--- src/rtl/regbank_pkg.sv ---
`timescale 1ns/1ps
package regbank_pkg;

    localparam int XLEN      = 32;
    localparam int ARCH_N    = 16;
    localparam int AW        = $clog2(ARCH_N);

    // First architectural index banked by fast-interrupt mode, and the
    // stack/link pair banked by every privileged mode.
    localparam int FIQ_FIRST = 8;
    localparam int SP_IDX    = 13;
    localparam int LR_IDX    = 14;

    localparam int FIQ_CNT   = LR_IDX - FIQ_FIRST + 1;
    localparam int PAIR_CNT  = LR_IDX - SP_IDX + 1;

    // Physical layout: user copies first, then each private bank.
    localparam int FIQ_BASE  = ARCH_N;
    localparam int IRQ_BASE  = FIQ_BASE + FIQ_CNT;
    localparam int SVC_BASE  = IRQ_BASE + PAIR_CNT;
    localparam int PHYS_N    = SVC_BASE + PAIR_CNT;
    localparam int PW        = $clog2(PHYS_N);

    typedef enum logic [1:0] {
        MODE_USR = 2'b00,
        MODE_FIQ = 2'b01,
        MODE_IRQ = 2'b10,
        MODE_SVC = 2'b11
    } mode_e;

endpackage

--- src/rtl/regbank_map.sv ---
`timescale 1ns/1ps
module regbank_map
    import regbank_pkg::*;
(
    input  mode_e           mode_i,
    input  logic [AW-1:0]   idx_i,
    output logic [PW-1:0]   phys_o
);

    int  ix;
    logic in_fiq_range;
    logic in_pair_range;

    always_comb begin
        ix            = int'(idx_i);
        in_fiq_range  = (ix >= FIQ_FIRST) && (ix <= LR_IDX);
        in_pair_range = (ix >= SP_IDX) && (ix <= LR_IDX);
        phys_o        = PW'(ix);
        unique case (mode_i)
            MODE_FIQ: if (in_fiq_range)  phys_o = PW'(FIQ_BASE + ix - FIQ_FIRST);
            MODE_IRQ: if (in_pair_range) phys_o = PW'(IRQ_BASE + ix - SP_IDX);
            MODE_SVC: if (in_pair_range) phys_o = PW'(SVC_BASE + ix - SP_IDX);
            default:  ;
        endcase
    end

endmodule

--- src/rtl/regbank_store.sv ---
`timescale 1ns/1ps
module regbank_store
    import regbank_pkg::*;
#(
    parameter int DATA_W = XLEN,
    parameter int WORDS  = PHYS_N,
    localparam int IW    = $clog2(WORDS)
) (
    input  logic              clk_i,
    input  logic              rst_i,
    input  logic              we_i,
    input  logic [IW-1:0]     wphys_i,
    input  logic [DATA_W-1:0] wdata_i,
    input  logic [IW-1:0]     rphys_a_i,
    input  logic [IW-1:0]     rphys_b_i,
    output logic [DATA_W-1:0] rdata_a_o,
    output logic [DATA_W-1:0] rdata_b_o
);

    typedef struct packed {
        logic [WORDS-1:0][DATA_W-1:0] regs;
    } store_t;

    store_t s_d, s_q;

    always_comb begin
        s_d = s_q;
        if (rst_i) begin
            s_d.regs = '0;
        end else if (we_i) begin
            s_d.regs[wphys_i] = wdata_i;
        end
    end

    always_ff @(posedge clk_i) begin
        s_q <= s_d;
    end

    assign rdata_a_o = s_q.regs[rphys_a_i];
    assign rdata_b_o = s_q.regs[rphys_b_i];

    // one cycle after reset every word reads zero.
    assert_reset_clear_R10: assert property (@(posedge clk_i) disable iff (rst_i)
        $past(rst_i) |-> (s_q.regs == '0));

    // a committed write lands in the selected word.
    assert_write_commit_R7: assert property (@(posedge clk_i) disable iff (rst_i)
        we_i |=> (s_q.regs[$past(wphys_i)] == $past(wdata_i)));

    // a word not addressed by the write keeps its value.
    for (genvar k = 0; k < WORDS; k++) begin : g_iso
        assert_bank_isolated_R5: assert property (@(posedge clk_i) disable iff (rst_i)
            !(we_i && (wphys_i == IW'(k))) |=> $stable(s_q.regs[k]));
    end

endmodule

--- src/rtl/banked_regfile.sv ---
`timescale 1ns/1ps
module banked_regfile
    import regbank_pkg::*;
#(
    parameter int DATA_W = XLEN
) (
    input  logic              clk_i,
    input  logic              rst_i,
    input  logic [1:0]        mode_i,
    input  logic [AW-1:0]     ra_idx_i,
    output logic [DATA_W-1:0] ra_data_o,
    input  logic [AW-1:0]     rb_idx_i,
    output logic [DATA_W-1:0] rb_data_o,
    input  logic              wr_en_i,
    input  logic [AW-1:0]     wr_idx_i,
    input  logic [DATA_W-1:0] wr_data_i
);

    localparam int PORTS = 3;   // read A, read B, write
    localparam int P_RA  = 0;
    localparam int P_RB  = 1;
    localparam int P_WR  = 2;

    mode_e         mode;
    logic [AW-1:0] idx_sel  [PORTS];
    logic [PW-1:0] phys_sel [PORTS];

    assign mode          = mode_e'(mode_i);
    assign idx_sel[P_RA] = ra_idx_i;
    assign idx_sel[P_RB] = rb_idx_i;
    assign idx_sel[P_WR] = wr_idx_i;

    for (genvar p = 0; p < PORTS; p++) begin : g_map
        regbank_map u_map (
            .mode_i (mode),
            .idx_i  (idx_sel[p]),
            .phys_o (phys_sel[p])
        );
    end

    regbank_store #(
        .DATA_W (DATA_W),
        .WORDS  (PHYS_N)
    ) u_store (
        .clk_i     (clk_i),
        .rst_i     (rst_i),
        .we_i      (wr_en_i),
        .wphys_i   (phys_sel[P_WR]),
        .wdata_i   (wr_data_i),
        .rphys_a_i (phys_sel[P_RA]),
        .rphys_b_i (phys_sel[P_RB]),
        .rdata_a_o (ra_data_o),
        .rdata_b_o (rb_data_o)
    );

    // distinct indices in one mode never collapse onto one word.
    assert_ports_distinct_R9: assert property (@(posedge clk_i) disable iff (rst_i)
        (ra_idx_i != rb_idx_i) |-> (phys_sel[P_RA] != phys_sel[P_RB]));

    // a write in a mode is seen next cycle when read in the same mode.
    assert_write_visible_R7: assert property (@(posedge clk_i) disable iff (rst_i)
        ($past(wr_en_i) && !$past(rst_i) && (mode_i == $past(mode_i)) &&
         (ra_idx_i == $past(wr_idx_i))) |-> (ra_data_o == $past(wr_data_i)));

    // a shared register reads the same across a mode change.
    assert_shared_stable_R1: assert property (@(posedge clk_i) disable iff (rst_i)
        (!$stable(mode_i) && $stable(ra_idx_i) && !$past(wr_en_i) && !$past(rst_i) &&
         ((int'(ra_idx_i) < FIQ_FIRST) || (int'(ra_idx_i) == ARCH_N - 1)))
        |-> $stable(ra_data_o));

endmodule

--- config.mk ---
export PLATFORM = sky130hd
export DESIGN_NAME = banked_regfile
export DESIGN_NICKNAME = d
export VERILOG_FILES = /design/src/rtl/regbank_pkg.sv /design/src/rtl/regbank_map.sv /design/src/rtl/regbank_store.sv /design/src/rtl/banked_regfile.sv
export SDC_FILE = /design/constraint.sdc
export NUM_CORES = 2
export LEC_CHECK = 0
export ABC_AREA = 1
export BUFFER_PORTS_ARGS = -buffer_cell sky130_fd_sc_hd__buf_2
export CAP_MARGIN = 25
export CORE_UTILIZATION = 40
export DETAILED_ROUTE_END_ITERATION = 16
export GPL_ROUTABILITY_DRIVEN = 0
export PLACE_DENSITY = 0.58
export SYNTH_ARGS = -nofsm -noshare
export SYNTH_HDL_FRONTEND = slang
export SYNTH_SLANG_ARGS = --single-unit
export TNS_END_PERCENT = 100
--- constraint.sdc ---
create_clock -name clk_i -period 2.71 [get_ports clk_i]
set_input_delay 0.542 -clock clk_i [delete_from_list [all_inputs] [get_ports clk_i]]
set_output_delay 0.542 -clock clk_i [all_outputs]
set_load 0.02 [all_outputs]
**Word-level counts from Yosys, hierarchy flattened**

Cells that the tools add are included.

- $add $sub $neg: 18
- Order comparisons: 13
- Equality and inequality tests: 3
- Mux-type cells: 19
- Reduce and logical (&&, ||, !) cells: 7

Operators with widths:

| kind | count |
|---|---|
| $bwmux 864 | 1 |
| $bmux 32 s5 | 2 |
| $demux 32 s5 | 1 |
| $mux 32 | 3 |
| $add 5x4->5 const A | 9 |
| $mux 5 | 9 |
| $pmux 5 s3 | 3 |
| $sub 5x5->5 const B | 9 |
| $ge 4x4->1 const B | 6 |
| $lt 5x6->1 const B | 3 |
| $le 4x4->1 const B | 3 |
| $logic_and 1x1->1 | 7 |
| $ge 5x1->1 const B | 1 |
| $eq 2x2->1 const B | 2 |
| $eq 2x1->1 const B | 1 |

- Bits in registers: 864
- Input port bits: 49
- Output and inout port bits: 64
- Logic and storage cells: 87

**Logic depth before layout (Yosys ltp)**

- Depth in word-level cells: 9
- Depth in mapped cells: 17
- Gate-level depth less buffers: 15

**Cells and area by module**

From an unflattened synthesis, not the netlist that was laid out.

- Cell total of the unflattened synthesis: 8179
- Area, all modules: 50133.1 um^2

By module, submodules not included:

| module | times used | cells an instance | area an instance (um^2) | sequential area each (um^2) |
|---|---|---|---|---|
| regbank_store | 1 | 8026 | 49209.7 | 17296.6 |
| regbank_map | 3 | 51 | 307.8 | 0.0 |

**Least setup slack after synthesis**

No wires, ideal clock.

- Kind: input port to output port
- From: in ra_idx_i[2]
- To: out ra_data_o[0]
- Arrival time: 2297 ps
- Data required time: 2168 ps
- Slack: -129 ps
- Stages: 16
- Buffers on the path: 2
- Cells stage by stage: ha_1 > nand2_1 > inv_1 > nand2_1 > nand2_1 > inv_1 > nand2_1 > nand4_1 > clkbuf_1 > clkbuf_1 > nand2_1 > nand2_1 > nand2_1 > nand2_1 > nand2_1 > nand2_1

- Longest elaborated chain between the ends: 6
- Elaborated cells between the ends (all ways): 17
- Classes of those cells: 6 x add/sub; 3 x order compare; 6 x mux; 2 x reduce/logical

RTL lines:

| what | RTL line | source |
|---|---|---|
| start, declared | banked_regfile.sv:10 | `input logic [AW-1:0] ra_idx_i,` |
| $add 5x4->5, or another cell as far along | regbank_map.sv:22 | `MODE_SVC: if (in_pair_range) phys_o = PW'(SVC_BASE + ix - SP_IDX);` |
| $sub 5x5->5, or another cell as far along | regbank_map.sv:22 |  |
| $mux 5, on equally long branches | regbank_map.sv:22, regbank_map.sv:20, regbank_map.sv:21 |  |
| $pmux 5 s3 * | regbank_map.sv:19 | `unique case (mode_i)` |
| $bmux 32 s5 * | regbank_store.sv:39 | `assign rdata_a_o = s_q.regs[rphys_a_i];` |
| $mux 32 (not written as such) * | regbank_store.sv:39 |  |
| end, declared | banked_regfile.sv:11 | `output logic [DATA_W-1:0] ra_data_o,` |

Every way passes the cells marked *; elsewhere a longest branch is shown, timed or not. The select of a mux whose other input is x is not followed.

**Worst setup path in the final report**

- From: in rb_idx_i[2]
- To: out rb_data_o[22]

- Longest elaborated chain between the ends: 6
- Elaborated cells between the ends (all ways): 17
- Classes of those cells: 6 x add/sub; 3 x order compare; 6 x mux; 2 x reduce/logical

RTL lines:

| what | RTL line | source |
|---|---|---|
| start, declared | banked_regfile.sv:12 | `input logic [AW-1:0] rb_idx_i,` |
| $add 5x4->5, or another cell as far along | regbank_map.sv:22 |  |
| $sub 5x5->5, or another cell as far along | regbank_map.sv:22 |  |
| $mux 5, on equally long branches | regbank_map.sv:22, regbank_map.sv:20, regbank_map.sv:21 |  |
| $pmux 5 s3 * | regbank_map.sv:19 |  |
| $bmux 32 s5 * | regbank_store.sv:40 | `assign rdata_b_o = s_q.regs[rphys_b_i];` |
| $mux 32 (not written as such) * | regbank_store.sv:40 |  |
| end, declared | banked_regfile.sv:13 | `output logic [DATA_W-1:0] rb_data_o,` |

Marked as above.

==> qor.yml <==
status: "finished, violations left"
violations: "negative setup slack"
powerDensity_nw_per_um2: 494
ys_top_cells_by_count: "nand2_1, nor2_1, inv_1, o21ai_0, dfxtp_1"
whs_ns: 0.166
grt_usage_pct: 34.2
synth_edf_count: 0
dr.pass1.iters: 6
fin_nets: 10500
final_cells: 12400
p_leak_nw: 36.1
p_comb_share_pct: 21.5
path_cells: "buf_8, ha_4, nand2_2, inv_2, nand2_4, buf_6, nand4_1, nand2_8, buf_12, buf_16, buf_12, nand2_1, nand2_1, nand2_1, nand2_2, nand2_2, nand2_1, nand2_1, nand2_2, buf_6"
clkSinkCount: 864
p_int_mw: 24.3
cts-root-buf: "clkbuf_16"
finalClockSkew_ns: 0
ys_warn_count: 0
synthCells: 10400
drtIter0Drc: 7913
routed_wl_um: 254000
synth_fp_nets: 10500
num_vias: 65700
whs_path_depth: 3
drc_errors: 0
die_area_um2: 142000
avgRoutedWirePerCell_um: 20.4
cp_top_family: "simple AND/OR/NAND/NOR gates"
top_regs: "u_store.s_q x864"
ys_ff_latch: 864
postRouteAntennaNets: 0
dp.cells: 12100
end_kind: "output pin"
critPathKind: "input port to output pin"
finalMaxSlewViolations: 0
placedInstanceArea_um2: 62200
top_register: "u_store.s_q"
required_ns: 2.17
ys_types: 31
post-synth-top-count-cell: "nand2_1"
io_buffers: 112
grt_max_degree: 108
grt_pass1_vias: 59500
setup_ws_ns: -0.552
final_cell_area_um2: 72000
period_needed_ns: 3.26
hold_violations: 0
maxCapViolCount: 0
setup_viol: 64
num_io_pins: 113
slew_headroom_pct: 39.5
power_mw: 35.6
path_clk_slew_ns: 0.06
power.share.sequential_pct: 36.7
syn-cell-area_um2: 56300
synth-seq-area-share_pct: 30.7
synthToLayoutAreaGrowth_pct: 28.0
tightest_slew_ns: 0.907
start_util_pct: 40.3
clk_latency_ns: 0.73
grt_pass1_wl_um: 372000
vias_per_cell: 5.28
worst-path-stages: 20
switchingPower_mw: 11.3
period_share_pct: 120
ys_top_cells_by_area: "nand2_1, dfxtp_1, nor2_1"
max_freq_ghz: 0.307
die_w_um: 377
numCtsBuffers: 106
rsz0062_at_grt: "true"
clock_path_buffers: 3
slowest_delay_ns: 0.20
ff2ff_path_depth: 4
vdd_drop_max_mv: 0.606
cp_max_fo: 7
min_path_type: "input port to flop"
synth_top_area_share_pct: 31.1
die_h_um: 377
cp_slowest_cell: "nand2_8"
coreArea_um2: 140000
power.share.clock_pct: 41.8
critPathBufInv: 7
grt_overflow: 0
placementRows: 137
dp_hpwl_um: 155000
cts-hold-fix-buffers: 0
cp_data_arrival_time_ns: 2.72
htreeDepth: 3
syn_avg_cell_area_um2: 5.40
post_route_cells_drive_above_1_share_pct: 15.0
n_fill_cell: 14100
critical_path.most_common_cell: "nand2_1"
start_kind: "input port"
swShare_pct: 31.7
synth_top_area_cell: "nand2_1"
synthFlopType: "dfxtp_1"
setup_tns_ns: -29.72
cts_tree: "done"
grt_antenna_before_repair: 7
largest_reg_flops: 864
async_reset_ff_share_pct: 0
==> logic make-up (layout without fill, tap and decap cells) <==
group                    Yosys count  in the layout  share of synthesized area (%)
AO/OA/AOI/OAI                    969            969                           8.64
buffers and inverters           1906           2044                           13.4
AND/OR/NAND/NOR                 6676           6677                           47.0
XOR/XNOR                           1              1                         0.0156
adder cells (fa/ha/maj)           12             12                          0.267
flip-flops                       864            864                           30.7
other                              0              4                              0
==> metrics by stage <==
| step | utilization [%] | setup slack, ns |
|---|---|---|
| final | 51.6 | -0.552 |
| after global routing | 51.6 | -0.630 |
| after CTS | 50.1 | -0.475 |
| after detailed placement | 44.6 | -0.934 |
| after global placement | 44.6 | -0.922 |
| after floorplan | - | 0.000292 |
==> power by group through the flow <==
stage / combinational (mW) / sequential (mW) / clock, mW
floorplan: 3.16 / 13.3 / 0
global placement: 5.81 / 13.3 / 0
detailed placement: 5.83 / 13.3 / 0
CTS: 7.02 / 13.1 / 15.0
global route: 8.00 / 13.1 / 15.4
finish: 7.65 / 13.1 / 14.9
==> cell type report <==
type                            instances  area (um^2)  share of cell area [%]
Sequential cell                       864        17300                    24.0
Timing Repair Buffer                  733        10500                    14.6
Antenna cell                            4         10.0                  0.0139
Clock buffer                          159         3150                    4.38
Multi-Input combinational cell       7659        34100                    47.3
Inverter                             1123         4260                    5.91
Clock inverter                         29          378                   0.524
Tap cell                             1876         2350                    3.26
==> placed cells by master, fill, tap and decap left out, types with 10 or more instances in the layout <==
| cell | Yosys | routed |
|---|---|---|
| clkinv_2 | 0 | 15 |
| nand3_4 | 0 | 16 |
| nand2_2 | 2 | 461 |
| o21ai_0 | 897 | 879 |
| clkbuf_1 | 413 | 25 |
| inv_1 | 1116 | 1108 |
| buf_4 | 18 | 240 |
| nand2_1 | 4660 | 4091 |
| buf_12 | 0 | 234 |
| clkbuf_8 | 0 | 26 |
| buf_6 | 1 | 111 |
| nand3_1 | 220 | 175 |
| buf_2 | 228 | 41 |
| nand3_2 | 11 | 40 |
| nand4_1 | 340 | 340 |
| nand4_4 | 3 | 10 |
| buf_8 | 0 | 26 |
| a21oi_1 | 66 | 65 |
| nor2_1 | 1419 | 1413 |
| dfxtp_1 | 864 | 864 |
| nand2_4 | 0 | 104 |
| clkbuf_16 | 0 | 133 |
| buf_16 | 0 | 51 |
==> repair_timing <==
item / CTS / global route
gates resized for setup: 582 / 496
endpoints found under the setup margin: 64 / 64
buffers inserted: 74 / 37
pin swaps: 168 / 331
gates cloned: 52 / 25
==> final timing paths <==
kind | end | slack [ns] | startpoint
hold reg to reg | u_store.s_q[556] | 0.48 | u_store.s_q[556]
setup reg to reg | u_store.s_q[857] | 1.99 | u_store.s_q[857]
setup / recovery | rb_data_o[22] | -0.55 | rb_idx_i[2]
hold / removal | u_store.s_q[336] | 0.17 | wr_data_i[16]
==> layer usage <==
| metal | vias to the layer above | global-route usage (%) | wire length, um |
|---|---|---|---|
| met3 | 698 | 7.20 | 27100 |
| met5 | - | 0 | 31 |
| met4 | 4 | 18.1 | 13900 |
| met2 | 3302 | 53.3 | 111000 |
| met1 | 30000 | 44.0 | 102000 |
| li1 | 31700 | - | - |
==> worst register-to-register path, cell delays in order (launching register included) <==
cell and delay (ns):
dfxtp_1 0.33, inv_1 0.07, nand2_1 0.07, nand2_1 0.05
nor2_1 0.13
(Power assumes the default switching activity.)
